`src/rtl/asp_pkg.sv`:
```
package asp_pkg;
  // Bits needed to hold the values 0..n.
  function automatic int unsigned cnt_bits(input int unsigned n);
    int unsigned b;
    b = 1;
    while ((1 << b) <= n) b++;
    return b;
  endfunction
endpackage

```
`src/rtl/asp_rst_sync.sv`:
```
module asp_rst_sync (
  input  logic clk,
  input  logic rst_n,
  output logic rst_n_sync
);
  logic [1:0] sync_q;

  always_ff @(posedge clk or negedge rst_n) begin
    if (!rst_n) sync_q <= 2'b00;
    else        sync_q <= {sync_q[0], 1'b1};
  end

  assign rst_n_sync = sync_q[1];
endmodule

```
`src/rtl/asp_addr_watch.sv`:
```
module asp_addr_watch #(
  parameter int unsigned AW = 16
) (
  input  logic          clk,
  input  logic          rst_n,
  input  logic [AW-1:0] addr,
  output logic [AW-1:0] addr_q,
  output logic          addr_chg
);
  logic [AW-1:0] addr_d;

  assign addr_chg = (addr != addr_q);
  assign addr_d   = addr;

  always_ff @(posedge clk or negedge rst_n) begin
    if (!rst_n) addr_q <= '0;
    else        addr_q <= addr_d;
  end
endmodule

```
`src/rtl/asp_stab_counter.sv`:
```
module asp_stab_counter #(
  parameter int unsigned ACC_CYC    = 4,
  parameter int unsigned MARGIN_CYC = 3
) (
  input  logic clk,
  input  logic rst_n,
  input  logic addr_chg,
  output logic load,
  output logic sleep
);
  import asp_pkg::*;

  localparam int unsigned TERM = ACC_CYC + MARGIN_CYC;
  localparam int unsigned CW   = cnt_bits(TERM);
  localparam logic [CW-1:0] TERM_V = CW'(TERM);
  localparam logic [CW-1:0] LOAD_V = CW'(ACC_CYC - 1);

  logic [CW-1:0] cnt_q, cnt_d;
  logic          sleep_d;
  logic          cnt_en;

  // The counter saturates at the terminal count and stops there.
  assign cnt_en = addr_chg || (cnt_q != TERM_V);

  always_comb begin
    cnt_d = cnt_q;
    if (addr_chg)    cnt_d = '0;
    else if (cnt_en) cnt_d = cnt_q + 1'b1;
  end

  assign sleep_d = (cnt_d == TERM_V);
  assign load    = !addr_chg && (cnt_q == LOAD_V);

  always_ff @(posedge clk or negedge rst_n) begin
    if (!rst_n) begin
      cnt_q <= '0;
      sleep <= 1'b0;
    end else begin
      if (cnt_en) cnt_q <= cnt_d;
      sleep <= sleep_d;
    end
  end

  AST_WAKE_ON_CHANGE: assert property (@(posedge clk) disable iff (!rst_n)
    addr_chg |=> !sleep);
  AST_SLEEP_STAYS: assert property (@(posedge clk) disable iff (!rst_n)
    (sleep && !addr_chg) |=> sleep);
  AST_LOAD_AWAKE: assert property (@(posedge clk) disable iff (!rst_n)
    load |-> !sleep);
endmodule

```
`src/rtl/asp_data_latch.sv`:
```
module asp_data_latch #(
  parameter int unsigned DW = 16
) (
  input  logic          clk,
  input  logic          rst_n,
  input  logic          load,
  input  logic [DW-1:0] rdata,
  output logic [DW-1:0] dout
);
  logic [DW-1:0] dout_d;

  assign dout_d = rdata;

  always_ff @(posedge clk or negedge rst_n) begin
    if (!rst_n)    dout <= '0;
    else if (load) dout <= dout_d;
  end
endmodule

```
`src/rtl/addr_idle_sleep.sv`:
```
module addr_idle_sleep #(
  parameter int unsigned AW         = 16,
  parameter int unsigned DW         = 16,
  parameter int unsigned ACC_CYC    = 4,
  parameter int unsigned MARGIN_CYC = 3
) (
  input  logic          clk,
  input  logic          rst_n,
  input  logic [AW-1:0] addr,
  input  logic          ce_n,
  input  logic          we_n,
  input  logic          oe_n,
  input  logic [DW-1:0] arr_rdata,
  output logic [AW-1:0] arr_addr,
  output logic          arr_en,
  output logic          arr_ce_n,
  output logic          arr_we_n,
  output logic          arr_oe_n,
  output logic [DW-1:0] dout,
  output logic          sleep
);
  logic rst_n_s;
  logic addr_chg;
  logic load;

  asp_rst_sync u_rst (
    .clk        (clk),
    .rst_n      (rst_n),
    .rst_n_sync (rst_n_s)
  );

  asp_addr_watch #(.AW(AW)) u_watch (
    .clk      (clk),
    .rst_n    (rst_n_s),
    .addr     (addr),
    .addr_q   (arr_addr),
    .addr_chg (addr_chg)
  );

  asp_stab_counter #(.ACC_CYC(ACC_CYC), .MARGIN_CYC(MARGIN_CYC)) u_cnt (
    .clk      (clk),
    .rst_n    (rst_n_s),
    .addr_chg (addr_chg),
    .load     (load),
    .sleep    (sleep)
  );

  asp_data_latch #(.DW(DW)) u_latch (
    .clk   (clk),
    .rst_n (rst_n_s),
    .load  (load),
    .rdata (arr_rdata),
    .dout  (dout)
  );

  assign arr_en   = !sleep;
  assign arr_ce_n = ce_n;
  assign arr_we_n = we_n;
  assign arr_oe_n = oe_n;

  AST_SLEEP_ON_STABLE: assert property (@(posedge clk) disable iff (!rst_n_s)
    $rose(sleep) |-> $stable(arr_addr));
  AST_HOLD_IN_SLEEP: assert property (@(posedge clk) disable iff (!rst_n_s)
    (sleep && $past(sleep)) |-> $stable(dout));
endmodule

```
`config.mk`:
```
export PLATFORM = sky130hd
export DESIGN_NAME = addr_idle_sleep
export DESIGN_NICKNAME = d
export VERILOG_FILES = /design/src/rtl/asp_pkg.sv /design/src/rtl/asp_rst_sync.sv /design/src/rtl/asp_addr_watch.sv /design/src/rtl/asp_stab_counter.sv /design/src/rtl/asp_data_latch.sv /design/src/rtl/addr_idle_sleep.sv
export SDC_FILE = /design/constraint.sdc
export NUM_CORES = 1
export LEC_CHECK = 0
export ABC_AREA = 1
export CAP_MARGIN = 30
export CORE_MARGIN = 2
export CORE_UTILIZATION = 45
export DETAILED_ROUTE_END_ITERATION = 7
export PLACE_DENSITY = 0.95
export RECOVER_POWER = 100
export SYNTH_ARGS = -nofsm -noshare
export SYNTH_HDL_FRONTEND = slang
export SYNTH_HIERARCHICAL = 1
export SYNTH_SLANG_ARGS = --single-unit
export TNS_END_PERCENT = 1
```
`constraint.sdc`:
```
create_clock -name clk -period 3.2 [get_ports clk]
set_input_delay 0.64 -clock clk [delete_from_list [all_inputs] [get_ports clk]]
set_output_delay 0.64 -clock clk [all_outputs]
set_load 0.01 [all_outputs]
```
=== Yosys cells after proc, flatten, opt, wreduce, memory -nomap -nowiden ===
Index checks and enable logic that the tools add are counted.

* Add/sub/neg operators: 1
* Equality and inequality tests: 4
* Mux-type cells: 2
* Reduce and logical (&&, ||, !) cells: 4

{| class="wikitable"
|+ Operator list
! kind !! count
|-
| $ne A16 B16 Y1 || 1
|-
| $mux W3 || 2
|-
| $add A3 B1 Y3 const B || 1
|-
| $eq A3 B2 Y1 const B || 1
|-
| $eq A3 B3 Y1 const B || 1
|-
| $ne A3 B3 Y1 const B || 1
|-
| $logic_not A1 Y1 || 2
|-
| $logic_and A1 B1 Y1 || 1
|-
| $logic_or A1 B1 Y1 || 1
|}

* Register bits after elaboration: 38
* Input port bits: 37
* Word-level logic and storage cells: 16

=== Logic depth before layout (Yosys ltp) ===
* Word-level depth: 5
* Gate-level depth with buffers: 13
* Mapped depth without buffers: 12

=== Hierarchy ===
Netlist, hierarchy kept.

{| class="wikitable"
|+ By module, submodules not included
! module !! times used !! cells each !! area each (µm²) !! sequential area each (µm²)
|-
| asp_addr_watch || 1 || 104 || 730.7 || 400.4
|-
| asp_data_latch || 1 || 68 || 644.4 || 400.4
|-
| asp_stab_counter || 1 || 26 || 222.7 || 100.1
|-
| asp_rst_sync || 1 || 3 || 53.8 || 50.0
|-
| addr_idle_sleep || 1 || 4 || 26.3 || 0.0
|}

=== Worst setup path before layout ===
Ideal clock, no wire load.

* Path type: in2reg
* Start: in addr[2]
* End: reg u_latch.dout[10]
* Arrival time: 1585 ps
* Required time: 3083 ps
* Slack: 1498 ps
* Cell stages on the path: 13
* Cells stage by stage: inv_1 -> nand2_1 -> nand2_1 -> nor2_1 -> nand2_1 -> nor2_1 -> nand2_1 -> nor2_1 -> buf_6 -> inv_6 -> buf_12 -> nand2_1 -> nand2_1

* Word-level cells in the longest chain between the ends: 3

{| class="wikitable"
|+ RTL lines
! what !! line !! text
|-
| start, declared || addr_idle_sleep.sv:9 || <nowiki>input logic [AW-1:0] addr,</nowiki>
|-
| $ne A16 B16 Y1 || asp_addr_watch.sv:12 || <nowiki>assign addr_chg = (addr != addr_q);</nowiki>
|-
| net addr_chg || addr_idle_sleep.sv:23 || <nowiki>logic addr_chg;</nowiki>
|-
| $logic_not A1 Y1 || asp_stab_counter.sv:32 || <nowiki>assign load = !addr_chg && (cnt_q == LOAD_V);</nowiki>
|-
| $logic_and A1 B1 Y1 || asp_stab_counter.sv:32 ||
|-
| net load || addr_idle_sleep.sv:24 || <nowiki>logic load;</nowiki>
|-
| end signal, assigned || asp_data_latch.sv:16 || <nowiki>else if (load) dout <= dout_d;</nowiki>
|-
| end, declared || asp_data_latch.sv:8 || <nowiki>output logic [DW-1:0] dout</nowiki>
|}

The timed path passes the listed nets, and every way through them passes these cells.
A chain may end at the register's enable or synchronous reset.

=== Worst setup path in the final report ===
* Start: in addr[12]
* End: reg u_latch.dout[1]

Same word-level chain as after synthesis.

==> summary.md <==
| Metric | Value |
|---|---|
| Routed wire length per instance | 10.6 um |
| Crit path DAT | 2.32 ns |
| # setup viols final | 0 |
| Req. time, crit path | 3.38 ns |
| Post-synth ARST share | 1.00 |
| Net count, final | 315 |
| DR iter-0 viols | 131 |
| Antenna violations before repair | 0 |
| Initial Utilization | 0.462 |
| Total routed wirelength | 3.45 mm |
| Via count | 1433 |
| DIE HEIGHT | 65.1 um |
| Row Count | 22 |
| CTS tree | yes |
| Relative slew slack | 0.266 |
| Area leader, netlist | dfrtp_1 |
| EDFF count, synth | 0 |
| Worst-path fanout max | 17 |
| First-pass GRT wire length | 5.94 mm |
| CP Launch Type | input port |
| Worst-Margin Slew | 1.10 ns |
| Root Driver | clkbuf_8 |
| Num CTS Buffers | 5 |
| Hold-fix buffers, CTS | 0 |
| Port bufs | 67 |
| Core area | 3630 um2 |
| Die ar. | 4230 um2 |
| Hold WC Path Type | flip-flop to async pin |
| Vias in the first global route | 1393 |
| Layout cell share with drive strength beyond 1 | 0.0507 |
| Clk pin slew, worst setup/hold paths | 0.07 ns |
| Final ANT Viol Nets | 0 |
| Synth Flop Type | dfrtp_1 |
| ANT cells | 0 |
| H-tree Lvls | 2 |
| Count of cell types in the netlist | 13 |
| Final Skew | 0.00520 ns |
| Total GRT Usage | 0.182 |
| Unrepaired setup endpoints after global routing | false |
| Worst r2r src | u_rst/sync_q[1] |
| Top-count cell post-synth | nand2_1 |
| Status | completed |
| Cell Area, Synth | 1680 um2 |
| Post_cts resized | 0 |
| Setup TNS | 0 ns |
| Post-synthesis sequential area ratio | 0.567 |
| # clock sinks | 38 |
| Final hold viol count | 0 |
| Max-Cap Viols | 0 |
| Worst skew pair latency | 0.29 ns |
| Vias per cell | 4.42 |
| Clock Path Buffers | 2 |
| Area delta synth->final | 45.3% |
| DRC Markers | 0 |
| Final estimated routing congestion in global placement | 0.818 |
| Yosys top cell area share | 0.567 |
| Crit. Startpoint | addr[12] |
| FF-to-FF path depth | 1 |
| Number of synthesis warnings | 6 |
| Commonest cells in the netlist | 86 x nand2_1, 38 x dfrtp_1, 32 x inv_1, 26 x nor2_1, 8 x nand2_2 |
| Reg2reg setup slack | 1.50 ns |
| Ports | 74 |
| Total power | 0.941 mW |
| Synth Instances | 205 |
| Crit path time final | 2.14 ns |
| Horiz. Die Dim | 65.1 um |
| Dpl hpwl | 2.74 mm |
| Post-CTS setup buffer count | 0 |
| Static leakage | 1.37 nW |
| Gr ovfl total | 0 |
| Critical path class | input port to flip-flop |
| Top post-synthesis cells by area | dfrtp_1 57%, nand2_1 19%, inv_1 7.2% |
| Slew Limit Fails | 0 |
| Largest net degree at the start of global routing | 22 |
| R2R Path End | u_watch/addr_q[14] |
| Fmax | 468 MHz |
| Critical Path End Type | flip-flop |
| Max VDD drop | 0.000259 V |
| Synth Area per Inst | 8.18 um2 |
| Seq cells post-synth | 38 |
| Syn Nets | 245 |
| Pwr dens | 386 nW/um2 |
| Drt pass-1 iters | 4 |
| Period utilization | 0.668 |
-- through the flow --
step	utilization	instance area (um2)	hold slack (ns)	instances	setup WS (ns)
2_1_floorplan	-	1680	0.331	205	1.50
3_3_place_gp	0.649	2360	0.283	316	0.845
3_5_place_dp	0.649	2360	0.292	316	0.800
4_1_cts	0.675	2450	0.298	324	1.09
5_1_grt	0.671	2440	0.339	324	0.790
6_report	0.671	2440	0.277	324	1.06
-- registers in the layout (all words and copies together) (netlist names) --
signal	flops
u_cnt/cnt_q	3
u_cnt/sleep	1
u_latch/dout	16
u_rst/sync_q	2
u_watch/addr_q	16
-- logic make-up after synthesis --
group,after synthesis,synth area share
fa+ha+maj,3,0.0224
buf+inv,39,0.116
simple gates,124,0.293
other cells,1,0.00223
flops,38,0.567
-- worst max path at each step --
stage / to / cells past startpoint
floorplan: u_latch/dout[10] / 13
global placement: u_latch/dout[3] / 13
detailed placement: u_latch/dout[0] / 13
CTS: u_latch/dout[1] / 13
global route: u_latch/dout[5] / 13
finish: u_latch/dout[1] / 13
-- layout make-up --
cell class                 instances  area, um2
tap                               48       60.1
sequential                        38        951
multi-input combinational        128        520
fill                             305       1200
timing repair buffer              69        682
inverter                          33        129
clock inverter                     2       12.5
clock buffer                       6       82.6
-- per-layer routing --
metal	vias up	track usage	part of all wire
met5	-	0	0
li1	726	-	-
met1	653	0.214	0.42
met3	5	0.0417	0.072
met2	49	0.330	0.50
met4	0	0.0547	0.011
-- placed cells by master, fill, tap and decap left out, drive strengths merged --
master and n:
nand2 94, dlygate4sd3 51, dfrtp 38, inv 33, nor2 27, clkdlybuf4s50 16
clkbuf 7, nand3 3, ha 3, clkinvlp 1, clkinv 1, buf 1
conb 1
-- worst max-delay path, cell delays in order --
cell	delay (ns)
dlygate4sd3_1	0.58
nand2_1	0.07
inv_1	0.05
nor2_1	0.03
nor2_1	0.11
nand2_1	0.06
nor2_1	0.12
nand2_1	0.11
nor2_1	0.11
buf_4	0.23
inv_6	0.09
nand2_1	0.07
nand2_1	0.05
-- power breakdown --
group | total (mW) | switching (mW) | internal (mW)
Sequential | 0.504 | 0.0117 | 0.492
Combinational | 0.0996 | 0.0425 | 0.0571
Clock | 0.338 | 0.165 | 0.173
Power figures use the tool's default switching activity.
